$ cat config.mk
export PLATFORM = sky130hd
export DESIGN_NAME = pagemode_dram_ctrl
export DESIGN_NICKNAME = d
export VERILOG_FILES = /design/src/rtl/drc_pkg.sv /design/src/rtl/drc_refresh_tmr.sv /design/src/rtl/drc_seq.sv /design/src/rtl/pagemode_dram_ctrl.sv
export SDC_FILE = /design/constraint.sdc
export NUM_CORES = 1
export LEC_CHECK = 0
export ABC_AREA = 1
export CAP_MARGIN = 20
export CORE_MARGIN = 1.5
export CORE_UTILIZATION = 51
export CTS_CLUSTER_SIZE = 12
export DETAILED_ROUTE_END_ITERATION = 10
export GPL_TIMING_DRIVEN = 0
export PLACE_DENSITY = 0.72
export SLEW_MARGIN = 20
export SYNTH_ARGS = -nofsm -noshare
export SYNTH_HDL_FRONTEND = slang
export SYNTH_SLANG_ARGS = --single-unit
$ cat constraint.sdc
create_clock -name clk -period 1.7 [get_ports clk]
set_input_delay 0.17 -clock clk [delete_from_list [all_inputs] [get_ports clk]]
set_output_delay 0.17 -clock clk [all_outputs]
set_load 0.01 [all_outputs]
$ cat src/rtl/drc_pkg.sv
package drc_pkg;
    timeunit 1ns;
    timeprecision 1ps;

    typedef enum logic [3:0] {
        ST_IDLE, ST_ROW, ST_RAS,
        ST_COL0, ST_CAS0, ST_CH0,
        ST_COL1, ST_CAS1, ST_CH1,
        ST_PRE, ST_RF0, ST_RF1, ST_RF2
    } drc_state_e;

    typedef enum logic [1:0] {
        OP_RD_CPU, OP_RD_PF, OP_WR
    } drc_op_e;
endpackage

$ cat src/rtl/drc_refresh_tmr.sv
module drc_refresh_tmr #(
    parameter int PERIOD = 250
) (
    input  logic clk,
    input  logic rst_n,
    input  logic clr_i,
    output logic pend_o
);
    timeunit 1ns;
    timeprecision 1ps;

    localparam int CW = (PERIOD > 1) ? $clog2(PERIOD) : 1;

    logic [CW-1:0] cnt_q;

    always_ff @(posedge clk) begin
        if (!rst_n) begin
            cnt_q  <= '0;
            pend_o <= 1'b0;
        end else begin
            if (cnt_q == CW'(PERIOD - 1)) begin
                cnt_q  <= '0;
                pend_o <= 1'b1;
            end else begin
                cnt_q <= cnt_q + 1'b1;
                if (clr_i) pend_o <= 1'b0;
            end
        end
    end
endmodule

$ cat src/rtl/drc_seq.sv
module drc_seq import drc_pkg::*; #(
    parameter int ROW_W = 4,
    parameter int COL_W = 4,
    parameter int TRP   = 2
) (
    input  logic                   clk,
    input  logic                   rst_n,
    input  logic                   acc_go_i,
    input  logic                   ref_go_i,
    input  logic                   wr_i,
    input  logic [ROW_W-1:0]       row_i,
    input  logic [COL_W-2:0]       colw_i,
    input  logic [15:0]            wdat_i,
    input  logic [7:0]             dq_in_i,
    output logic                   idle_o,
    output logic                   done_o,
    output logic [15:0]            rdat_o,
    output logic [((ROW_W > COL_W) ? ROW_W : COL_W)-1:0] addr_o,
    output logic                   ras_n_o,
    output logic                   cas_n_o,
    output logic                   we_n_o,
    output logic                   dq_oe_o,
    output logic [7:0]             dq_out_o
);
    timeunit 1ns;
    timeprecision 1ps;

    localparam int MA  = (ROW_W > COL_W) ? ROW_W : COL_W;
    localparam int PCW = $clog2(TRP + 1);

    drc_state_e       state_q, state_d;
    logic [PCW-1:0]   prc_q;
    logic [ROW_W-1:0] row_q;
    logic [COL_W-2:0] colw_q;
    logic [15:0]      wd_q;
    logic             wr_q;
    logic [7:0]       b0_q, b1_q;

    // state register
    always_ff @(posedge clk) begin
        if (!rst_n) state_q <= ST_IDLE;
        else        state_q <= state_d;
    end

    // next state
    always_comb begin
        state_d = state_q;
        unique case (state_q)
            ST_IDLE: begin
                if (ref_go_i)      state_d = ST_RF0;
                else if (acc_go_i) state_d = ST_ROW;
            end
            ST_ROW:  state_d = ST_RAS;
            ST_RAS:  state_d = ST_COL0;
            ST_COL0: state_d = ST_CAS0;
            ST_CAS0: state_d = ST_CH0;
            ST_CH0:  state_d = ST_COL1;
            ST_COL1: state_d = ST_CAS1;
            ST_CAS1: state_d = ST_CH1;
            ST_CH1:  state_d = ST_PRE;
            ST_PRE:  if (prc_q == PCW'(TRP - 1)) state_d = ST_IDLE;
            ST_RF0:  state_d = ST_RF1;
            ST_RF1:  state_d = ST_RF2;
            ST_RF2:  state_d = ST_PRE;
            default: state_d = ST_IDLE;
        endcase
    end

    // datapath: precharge count, access latches, read byte latches
    always_ff @(posedge clk) begin
        if (!rst_n) begin
            prc_q  <= '0;
            row_q  <= '0;
            colw_q <= '0;
            wd_q   <= '0;
            wr_q   <= 1'b0;
            b0_q   <= '0;
            b1_q   <= '0;
        end else begin
            prc_q <= (state_q == ST_PRE) ? prc_q + 1'b1 : '0;
            if (state_q == ST_IDLE && acc_go_i && !ref_go_i) begin
                row_q  <= row_i;
                colw_q <= colw_i;
                wd_q   <= wdat_i;
                wr_q   <= wr_i;
            end
            if (state_q == ST_CAS0 && !wr_q) b0_q <= dq_in_i;
            if (state_q == ST_CAS1 && !wr_q) b1_q <= dq_in_i;
        end
    end

    // outputs
    always_comb begin
        ras_n_o  = 1'b1;
        cas_n_o  = 1'b1;
        we_n_o   = 1'b1;
        dq_oe_o  = 1'b0;
        addr_o   = '0;
        dq_out_o = wd_q[7:0];
        unique case (state_q)
            ST_IDLE, ST_PRE: ;
            ST_ROW: addr_o = MA'(row_q);
            ST_RAS: begin
                ras_n_o = 1'b0;
                addr_o  = MA'(row_q);
            end
            ST_COL0, ST_CAS0, ST_CH0: begin
                ras_n_o = 1'b0;
                cas_n_o = (state_q != ST_CAS0);
                addr_o  = MA'({colw_q, 1'b0});
                we_n_o  = !wr_q;
                dq_oe_o = wr_q;
            end
            ST_COL1, ST_CAS1, ST_CH1: begin
                ras_n_o  = 1'b0;
                cas_n_o  = (state_q != ST_CAS1);
                addr_o   = MA'({colw_q, 1'b1});
                we_n_o   = !wr_q;
                dq_oe_o  = wr_q;
                dq_out_o = wd_q[15:8];
            end
            ST_RF0: cas_n_o = 1'b0;
            ST_RF1: begin
                cas_n_o = 1'b0;
                ras_n_o = 1'b0;
            end
            ST_RF2: ras_n_o = 1'b0;
            default: ;
        endcase
    end

    assign idle_o = (state_q == ST_IDLE);
    assign done_o = (state_q == ST_CH1);
    assign rdat_o = {b1_q, b0_q};


    row_setup_chk: assert property (@(posedge clk) disable iff (!rst_n)
        ($fell(ras_n_o) && cas_n_o) |-> $stable(addr_o));

    col_setup_chk: assert property (@(posedge clk) disable iff (!rst_n)
        ($fell(cas_n_o) && !ras_n_o) |-> $stable(addr_o));

    col_hold_chk: assert property (@(posedge clk) disable iff (!rst_n)
        ($fell(cas_n_o) && !ras_n_o) |=> $stable(addr_o));

    wdata_hold_chk: assert property (@(posedge clk) disable iff (!rst_n)
        ($fell(cas_n_o) && !ras_n_o && dq_oe_o) |=> $stable(dq_out_o));

    cbr_we_chk: assert property (@(posedge clk) disable iff (!rst_n)
        ($fell(ras_n_o) && !cas_n_o) |-> we_n_o);
endmodule

$ cat src/rtl/pagemode_dram_ctrl.sv
module pagemode_dram_ctrl import drc_pkg::*; #(
    parameter int ROW_W      = 4,
    parameter int COL_W      = 4,
    parameter int TRP        = 2,
    parameter int REF_PERIOD = 250
) (
    input  logic                         clk,
    input  logic                         rst_n,
    input  logic                         cpu_req,
    input  logic                         cpu_we,
    input  logic [ROW_W+COL_W-2:0]       cpu_addr,
    input  logic [15:0]                  cpu_wdata,
    output logic                         cpu_ack,
    output logic [15:0]                  cpu_rdata,
    output logic [((ROW_W > COL_W) ? ROW_W : COL_W)-1:0] dram_addr,
    output logic                         dram_ras_n,
    output logic                         dram_cas_n,
    output logic                         dram_we_n,
    output logic [7:0]                   dram_dq_out,
    output logic                         dram_dq_oe,
    input  logic [7:0]                   dram_dq_in
);
    timeunit 1ns;
    timeprecision 1ps;

    localparam int AW  = ROW_W + COL_W - 1;
    localparam int RCW = $clog2(TRP + 2) + 1;

    logic          rf_pend, seq_idle, seq_done;
    logic [15:0]   seq_rdat;
    logic          pw_valid, pf_valid, pf_want, ack_q;
    logic [AW-1:0] pw_addr, pf_addr, pf_next, op_addr, sel_addr;
    logic [15:0]   pw_data, pf_data;
    drc_op_e       op_kind, sel_kind;
    logic          hit, wr_acc, miss, acc_go, ref_go;

    assign hit    = cpu_req && !cpu_we && !ack_q && pf_valid && (pf_addr == cpu_addr);
    assign wr_acc = cpu_req && cpu_we && !ack_q && !pw_valid;
    assign miss   = cpu_req && !cpu_we && !ack_q && !hit;
    assign ref_go = seq_idle && rf_pend;
    assign acc_go = seq_idle && !rf_pend && (pw_valid || miss || pf_want);

    always_comb begin
        if (pw_valid) begin
            sel_kind = OP_WR;
            sel_addr = pw_addr;
        end else if (miss) begin
            sel_kind = OP_RD_CPU;
            sel_addr = cpu_addr;
        end else begin
            sel_kind = OP_RD_PF;
            sel_addr = pf_next;
        end
    end

    drc_refresh_tmr #(.PERIOD(REF_PERIOD)) i_tmr (
        .clk    (clk),
        .rst_n  (rst_n),
        .clr_i  (ref_go),
        .pend_o (rf_pend)
    );

    drc_seq #(.ROW_W(ROW_W), .COL_W(COL_W), .TRP(TRP)) i_seq (
        .clk      (clk),
        .rst_n    (rst_n),
        .acc_go_i (acc_go),
        .ref_go_i (ref_go),
        .wr_i     (sel_kind == OP_WR),
        .row_i    (sel_addr[AW-1:COL_W-1]),
        .colw_i   (sel_addr[COL_W-2:0]),
        .wdat_i   (pw_data),
        .dq_in_i  (dram_dq_in),
        .idle_o   (seq_idle),
        .done_o   (seq_done),
        .rdat_o   (seq_rdat),
        .addr_o   (dram_addr),
        .ras_n_o  (dram_ras_n),
        .cas_n_o  (dram_cas_n),
        .we_n_o   (dram_we_n),
        .dq_oe_o  (dram_dq_oe),
        .dq_out_o (dram_dq_out)
    );

    always_ff @(posedge clk) begin
        if (!rst_n) begin
            pw_valid  <= 1'b0;
            pf_valid  <= 1'b0;
            pf_want   <= 1'b0;
            ack_q     <= 1'b0;
            pw_addr   <= '0;
            pw_data   <= '0;
            pf_addr   <= '0;
            pf_data   <= '0;
            pf_next   <= '0;
            op_addr   <= '0;
            op_kind   <= OP_RD_CPU;
            cpu_rdata <= '0;
        end else begin
            ack_q <= 1'b0;
            if (acc_go) begin
                op_addr <= sel_addr;
                op_kind <= sel_kind;
                if (sel_kind == OP_RD_PF) pf_want <= 1'b0;
            end
            if (seq_done) begin
                unique case (op_kind)
                    OP_WR: pw_valid <= 1'b0;
                    OP_RD_CPU: begin
                        cpu_rdata <= seq_rdat;
                        ack_q     <= 1'b1;
                        pf_want   <= 1'b1;
                        pf_next   <= op_addr + 1'b1;
                    end
                    OP_RD_PF: begin
                        if (!(pw_valid && pw_addr == op_addr) &&
                            !(wr_acc && cpu_addr == op_addr)) begin
                            pf_valid <= 1'b1;
                            pf_addr  <= op_addr;
                            pf_data  <= seq_rdat;
                        end
                    end
                    default: ;
                endcase
            end
            if (hit) begin
                cpu_rdata <= pf_data;
                ack_q     <= 1'b1;
                pf_want   <= 1'b1;
                pf_next   <= cpu_addr + 1'b1;
            end
            if (wr_acc) begin
                pw_valid <= 1'b1;
                pw_addr  <= cpu_addr;
                pw_data  <= cpu_wdata;
                ack_q    <= 1'b1;
                if (pf_valid && pf_addr == cpu_addr) pf_valid <= 1'b0;
            end
        end
    end

    assign cpu_ack = ack_q;

    // precharge watcher: consecutive clocks with the row strobe high
    logic [RCW-1:0] ras_hi_q;
    always_ff @(posedge clk) begin
        if (!rst_n)          ras_hi_q <= RCW'(TRP + 1);
        else if (!dram_ras_n) ras_hi_q <= '0;
        else if (ras_hi_q < RCW'(TRP + 1)) ras_hi_q <= ras_hi_q + 1'b1;
    end


    precharge_chk: assert property (@(posedge clk) disable iff (!rst_n)
        $fell(dram_ras_n) |-> (ras_hi_q >= RCW'(TRP)));

    ack_pulse_chk: assert property (@(posedge clk) disable iff (!rst_n)
        cpu_ack |=> !cpu_ack);

    refresh_first_chk: assert property (@(posedge clk) disable iff (!rst_n)
        (seq_idle && rf_pend) |=> (!dram_cas_n && dram_ras_n));
endmodule

-- After elaboration in Yosys (flattened, before gate mapping)
Index checks and enable logic that the tools add are counted.
Widths: inputs -> output; s select.
- multiplexer cells: 39
- equal/unequal tests: 25
- add/subtract/negate cells: 4
- reduce and logical (&&, ||, !) cells: 50
- bitwise operators: 1
- operators by type and width (cell ; count):
    $mux 16 ; 3
    $pmux 4 s12 ; 1
    $mux 7 ; 5
    $mux 1 ; 23
    $eq 7x7->1 ; 3
    $eq 4x4->1 const B ; 5
    $logic_and 1x1->1 ; 19
    $eq 4x3->1 const B ; 4
    $add 7x1->7 const B ; 2
    $mux 4 ; 3
    $pmux 4 s3 ; 1
    $reduce_bool 2->1 ; 5
    $logic_not 1->1 ; 9
    $reduce_or 9->1 ; 1
    $add 8x1->8 const B ; 1
    $eq 4x2->1 const B ; 2
    $eq 8x8->1 const B ; 1
    $mux 8 ; 1
    $ne 4x3->1 const B ; 2
    $reduce_and 2->1 ; 4
    $reduce_or 2->1 ; 4
    $eq 2x1->1 const B ; 3
    $reduce_or 3->1 ; 2
    $reduce_or 6->1 ; 1
    other kinds (12) ; 14
- bits in registers: 137
- bits of input ports: 35
- logic and storage cells: 141
- output and inout bits: 33

-- Longest topological paths before layout
- depth in word-level cells: 15
- mapped depth: 16
- depth with buffers taken out: 16

-- Modules after synthesis
A second synthesis with hierarchy kept.
- cell total of the unflattened synthesis: 925
- area, all modules: 6442.4 um2
- modules (own cells, without submodules) (module ; area an instance (um2) ; instances ; cells an instance ; seq. area each (um2)):
    pagemode_dram_ctrl ; 3992.6 ; 1 ; 590 ; 1641.6
    drc_seq ; 2010.7 ; 1 ; 281 ; 920.9
    drc_refresh_tmr ; 439.2 ; 1 ; 54 ; 180.2

-- Worst setup path before layout
No wires, ideal clock.
- path type: flip-flop to flip-flop
- start point: register ack_q, in the netlist cpu_ack
- end point: register pf_next[2]
- path buffers: 0
- arrival: 1.739 ns
- cell stages (with the launch flop): 13
- period minus slack after synthesis: 1.797 ns
- data required time: 1.642 ns
- library setup time: 0.058 ns
- slack: -0.097 ns
- path through: dfxtp_1 > nor2_2 > nand2_1 > nor2_4 > nand3_4 > nand2_1 > nand2_1 > ha_1 > nand3_1 > inv_1 > o21ai_0 > o211ai_1 > inv_1
- cells in the longest elaborated chain, start to end: 6
- elaborated cells on any way between the ends: 8
- those cells by class: mux: 1; reduce/logical: 7
- ends and longest elaborated chain (what ; RTL line ; RTL):
    from (decl) ; pagemode_dram_ctrl.sv:31 ; logic pw_valid, pf_valid, pf_want, ack_q;
    from (signal assigned) ; pagemode_dram_ctrl.sv:89 ; ack_q <= 1'b0;
    from (signal assigned) ; pagemode_dram_ctrl.sv:99 ; ack_q <= 1'b0;
    from (signal assigned) ; pagemode_dram_ctrl.sv:110 ; ack_q <= 1'b1;
    $logic_not 1->1 * ; pagemode_dram_ctrl.sv:37 ; assign hit = cpu_req && !cpu_we && !ack_q && pf_valid && (pf_addr == cpu_addr);
    $logic_and 1x1->1 * (3 in a row) ; pagemode_dram_ctrl.sv:37 ;
    $reduce_bool 2->1 (no source line) ; n/a ;
    $reduce_and 2->1 (no source line) ; n/a ;
    to (signal assigned) ; pagemode_dram_ctrl.sv:112 ; pf_next <= op_addr + 1'b1;
    to (signal assigned) ; pagemode_dram_ctrl.sv:129 ; pf_next <= cpu_addr + 1'b1;
    to (decl) ; pagemode_dram_ctrl.sv:32 ; logic [AW-1:0] pw_addr, pf_addr, pf_next, op_addr, sel_addr;
Mark *: on every way between the ends. The rest lies on a longest branch, timed or not.
A chain may end at the register's enable or synchronous reset.

-- Worst setup path after layout
- start point: register i_seq.state_q[0]
- end point: output dram_addr[1] (netlist bit)
- cells in the longest elaborated chain, start to end: 3
- elaborated cells on any way between the ends: 12
- those cells by class: eq/ne: 8; mux: 1; reduce/logical: 3
- ends and longest elaborated chain (what ; RTL line ; RTL):
    from (decl) ; drc_seq.sv:31 ; drc_state_e state_q, state_d;
    from (signal assigned) ; drc_seq.sv:42 ; else state_q <= state_d;
    $eq 4x3->1 (tied with other cells) ; drc_seq.sv:100 ; unique case (state_q)
    $reduce_or 3->1 or $reduce_or 2->1 (tied branches) ; n/a ;
    $pmux 4 s3 * ; drc_seq.sv:100 ;
    to (decl) ; pagemode_dram_ctrl.sv:15 ; output logic [((ROW_W > COL_W) ? ROW_W : COL_W)-1:0] dram_addr,
Marks and branches as above.

==> impl_results.md <==
- Psw: 3.62 mW
- # setup viols final: 101
- ANT nets after route: 0
- Initial antenna violation count: 0
- Vias in the first global route: 6444
- Post-synth top area share: 45.2%
- Clock network fraction of design power: 35.6%
- Starting Density: 52.7%
- Tot Pwr: 11.1 mW
- Slew HR: 45.5%
- IO Count: 68
- Synth area leaders: dfxtp_1 45%, nand2_1 11%, nor2_1 7.1%
- Most frequent cells in the layout: 119 x dfxtp_1, 110 x nand2_1, 95 x nor2_1
- Buffers on Ports: 67
- Sequential share of power: 33.9%
- Worst-skew pair later-pin latency: 0.45 ns
- Crit. Startpoint: i_seq.state_q[0]
- Pleak: 3.70 nW
- Pin count of the biggest net entering global routing: 17
- Clock slew at reported path FFs: 0.07 ns
- Clock Path Buffers: 2
- Starting DRT DRC Count: 625
- Failing checks: DRC, setup timing
- Worst setup path end: dram_addr[1]
- Initial DRT Pass Iterations: 9
- Distinct cells, synth: 41
- # nets final: 1035
- Total gr overflow: 0
- Final hold viol count: 0
- Synth Cell Area: 0.00607 sq mm
- Crit path arrival time: 1.91 ns
- WP data required: 1.53 ns
- Slew Viols, Final: 0
- Gate Count Post-Synth: 838
- Tot GR Track Use: 31.6%
- Yosys top cell by area: dfxtp_1
- Share of layout cells above drive strength 1: 39.9%
- Commonest non-fill, non-tap cell in the layout: dfxtp_1
- Seq cells post-synth: 137
- Combinational Power Share: 30.5%
- Die width: 112 microns
- Clock tree sinks: 137
- Syn_area_per_cell: 7.25 sq um
- RR Startpoint: pf_addr[6]
- DR WL/cell: 21.1 microns
- Setup TNS Final: -16.46 ns
- PD cells: 1140 mW/mm^2
- Max FO, Critical Path: 3
- Total number of vias: 7102
- Predominant post-synthesis flop cell: dfxtp_1
- Int Pwr: 7.52 mW
- Critical path class: reg -> out
- Syn. warnings: 0
- Worst R2R Path Depth: 12
- Core area: 0.0115 sq mm
- Fmax: 0.482 GHz
- Post-layout minimum cycle time: 2.08 ns
- Final Worst Setup Slack: -0.376 ns
- Routability congestion estimate: 0.945
- Setup crit end kind: primary output
- MaxCap Viol Count: 0
- RSZ-0062 raised after global routing: yes
- H-Tree Depth: 4
- Min-Delay Path Depth: 3
- Routed vias/inst: 6.16
- # diodes: 0
- Reg-to-reg critical path endpoint: i_seq.row_q[3]
- Switching part of the total power: 32.5%
- Post-synth ARST share: 0%
- CTS tree: done
- Tightest Hold Check Type: in -> reg
- Tcrit/Tclk final: 122%
- Post-synth EDFFs: 0
- First-pass GRT wire length: 31400 microns
- Clock Tree Root: clkbuf_16
- Post-DP HPWL: 11900 microns
- Worst-case register-to-register setup slack: -0.29 ns
- Syn_nets: 877
- # rows: 39
- CP startpoint kind: flop
- VDD IR max: 0.661 mV
- Die area: 0.0126 sq mm
- Worst slew pin tran: 0.817 ns
- Residual DRC: 4
- Outcome: finished with violations
- Fin util: 84.5%
- Die Ht: 112 microns
- CTS Buf Count: 17
- Register area share after synthesis: 45.2%
- WL final: 24400 microns
- Area growth syn-to-layout: 60.3%
- Setup Skew: 0.0121 ns
## sequential cells by signal, summed over array words and instances (netlist names), 8 cells and up
register	count
cpu_rdata	16
i_seq.b0_q	8
i_seq.b1_q	8
i_seq.wd_q	16
i_tmr.cnt_q	8
pf_data	16
pw_data	16
## metal layers
metal / share of wire [%] / vias up / global-route usage [%]
met5: 0 / - / 0
met4: 6.8 / 0 / 17.9
met3: 8.6 / 171 / 6.53
met2: 48 / 455 / 53.8
met1: 36 / 3382 / 37.3
li1: - / 3094 / -
## logic make-up (layout without fill, tap and decap cells)
family,after synthesis,count (layout),synth area share [%]
compound gates,181,181,16.0
xor+xnor,13,13,1.87
fa+ha+maj,4,4,0.824
buf+inv,106,277,7.68
flops,137,137,45.2
simple gates,397,397,28.5
## worst min-delay path by stage
stage                               from             end  slack [ns]
after floorplan            dram_dq_in[0]   i_seq.b0_q[0]        0.34
after global placement    i_seq.prc_q[0]  i_seq.prc_q[0]        0.41
after detailed placement  i_seq.prc_q[0]  i_seq.prc_q[0]        0.42
after CTS                    cpu_addr[5]      pw_addr[5]        0.32
after global routing         cpu_addr[5]      pw_addr[5]        0.38
final                        cpu_addr[5]      pw_addr[5]        0.34
## worst max-delay path: stages, from the launching register on
cell     delay, ns
dfxtp_4       0.37
nand2_4       0.09
inv_4         0.04
nor2_4        0.11
inv_2         0.07
nor3_4        0.23
buf_6         0.15
buf_6         0.08
a22o_1        0.17
buf_2         0.15
## repair_timing
action                     in CTS  in global routing
gates resized for setup       223                279
setup buffers                  41                 25
pin swaps                      58                 85
setup endpoints to repair     116                121
gates cloned                    5                  7
hold buffers                    0                  0
## cell usage after synthesis (2+ instances only)
| library cell | count |
|---|---|
| nor2_1 | 115 |
| a21oi_1 | 75 |
| clkinv_1 | 2 |
| a22o_1 | 3 |
| or2_2 | 3 |
| nor2_4 | 5 |
| nand3_2 | 4 |
| buf_2 | 7 |
| dfxtp_1 | 137 |
| nand4_1 | 3 |
| buf_6 | 5 |
| nand2_2 | 2 |
| nor3b_1 | 2 |
| o21bai_1 | 2 |
| nand2_4 | 2 |
| nand2_1 | 182 |
| clkbuf_1 | 18 |
| nand3_1 | 66 |
| nor3_1 | 4 |
| inv_1 | 58 |
| xnor2_1 | 6 |
| buf_4 | 5 |
| a31oi_1 | 15 |
| o2111ai_1 | 3 |
| xor2_1 | 7 |
| nor4_1 | 3 |
| nor2_2 | 4 |
| ha_1 | 4 |
| inv_2 | 8 |
| o21ai_0 | 77 |
## metrics by stage
step                      instances  setup WS, ns  hold slack [ns]  instance area [sq um]
after CTS                      1125        -0.312            0.317                   8420
after detailed placement       1048        -0.739            0.417                   6940
final                          1152        -0.376            0.336                   9740
after global placement         1048        -0.714            0.408                   6940
after floorplan                 838      0.000209            0.337                   6090
after global routing           1152        -0.412            0.380                   9740
## final cells by class
class                           count  area, sq um
Multi-Input combinational cell    595         3990
Sequential cell                   137         2790
Inverter                           69          303
Tap cell                          143          179
Timing Repair Buffer              141         1550
Fill cell                         570         1780
Clock buffer                       19          443
Buffer                             35          310
Clock inverter                     13          176
## power groups by stage
| stage | combinational [mW] | clock [mW] | sequential [mW] |
|---|---|---|---|
| 3_3_place_gp | 1.64 | 0 | 3.72 |
| 2_1_floorplan | 1.12 | 0 | 3.68 |
| 3_5_place_dp | 1.69 | 0 | 3.73 |
| 4_1_cts | 2.52 | 3.92 | 3.71 |
| 5_1_grt | 3.56 | 4.07 | 3.79 |
| 6_report | 3.40 | 3.96 | 3.78 |
Power figures use the tool's default switching activity.
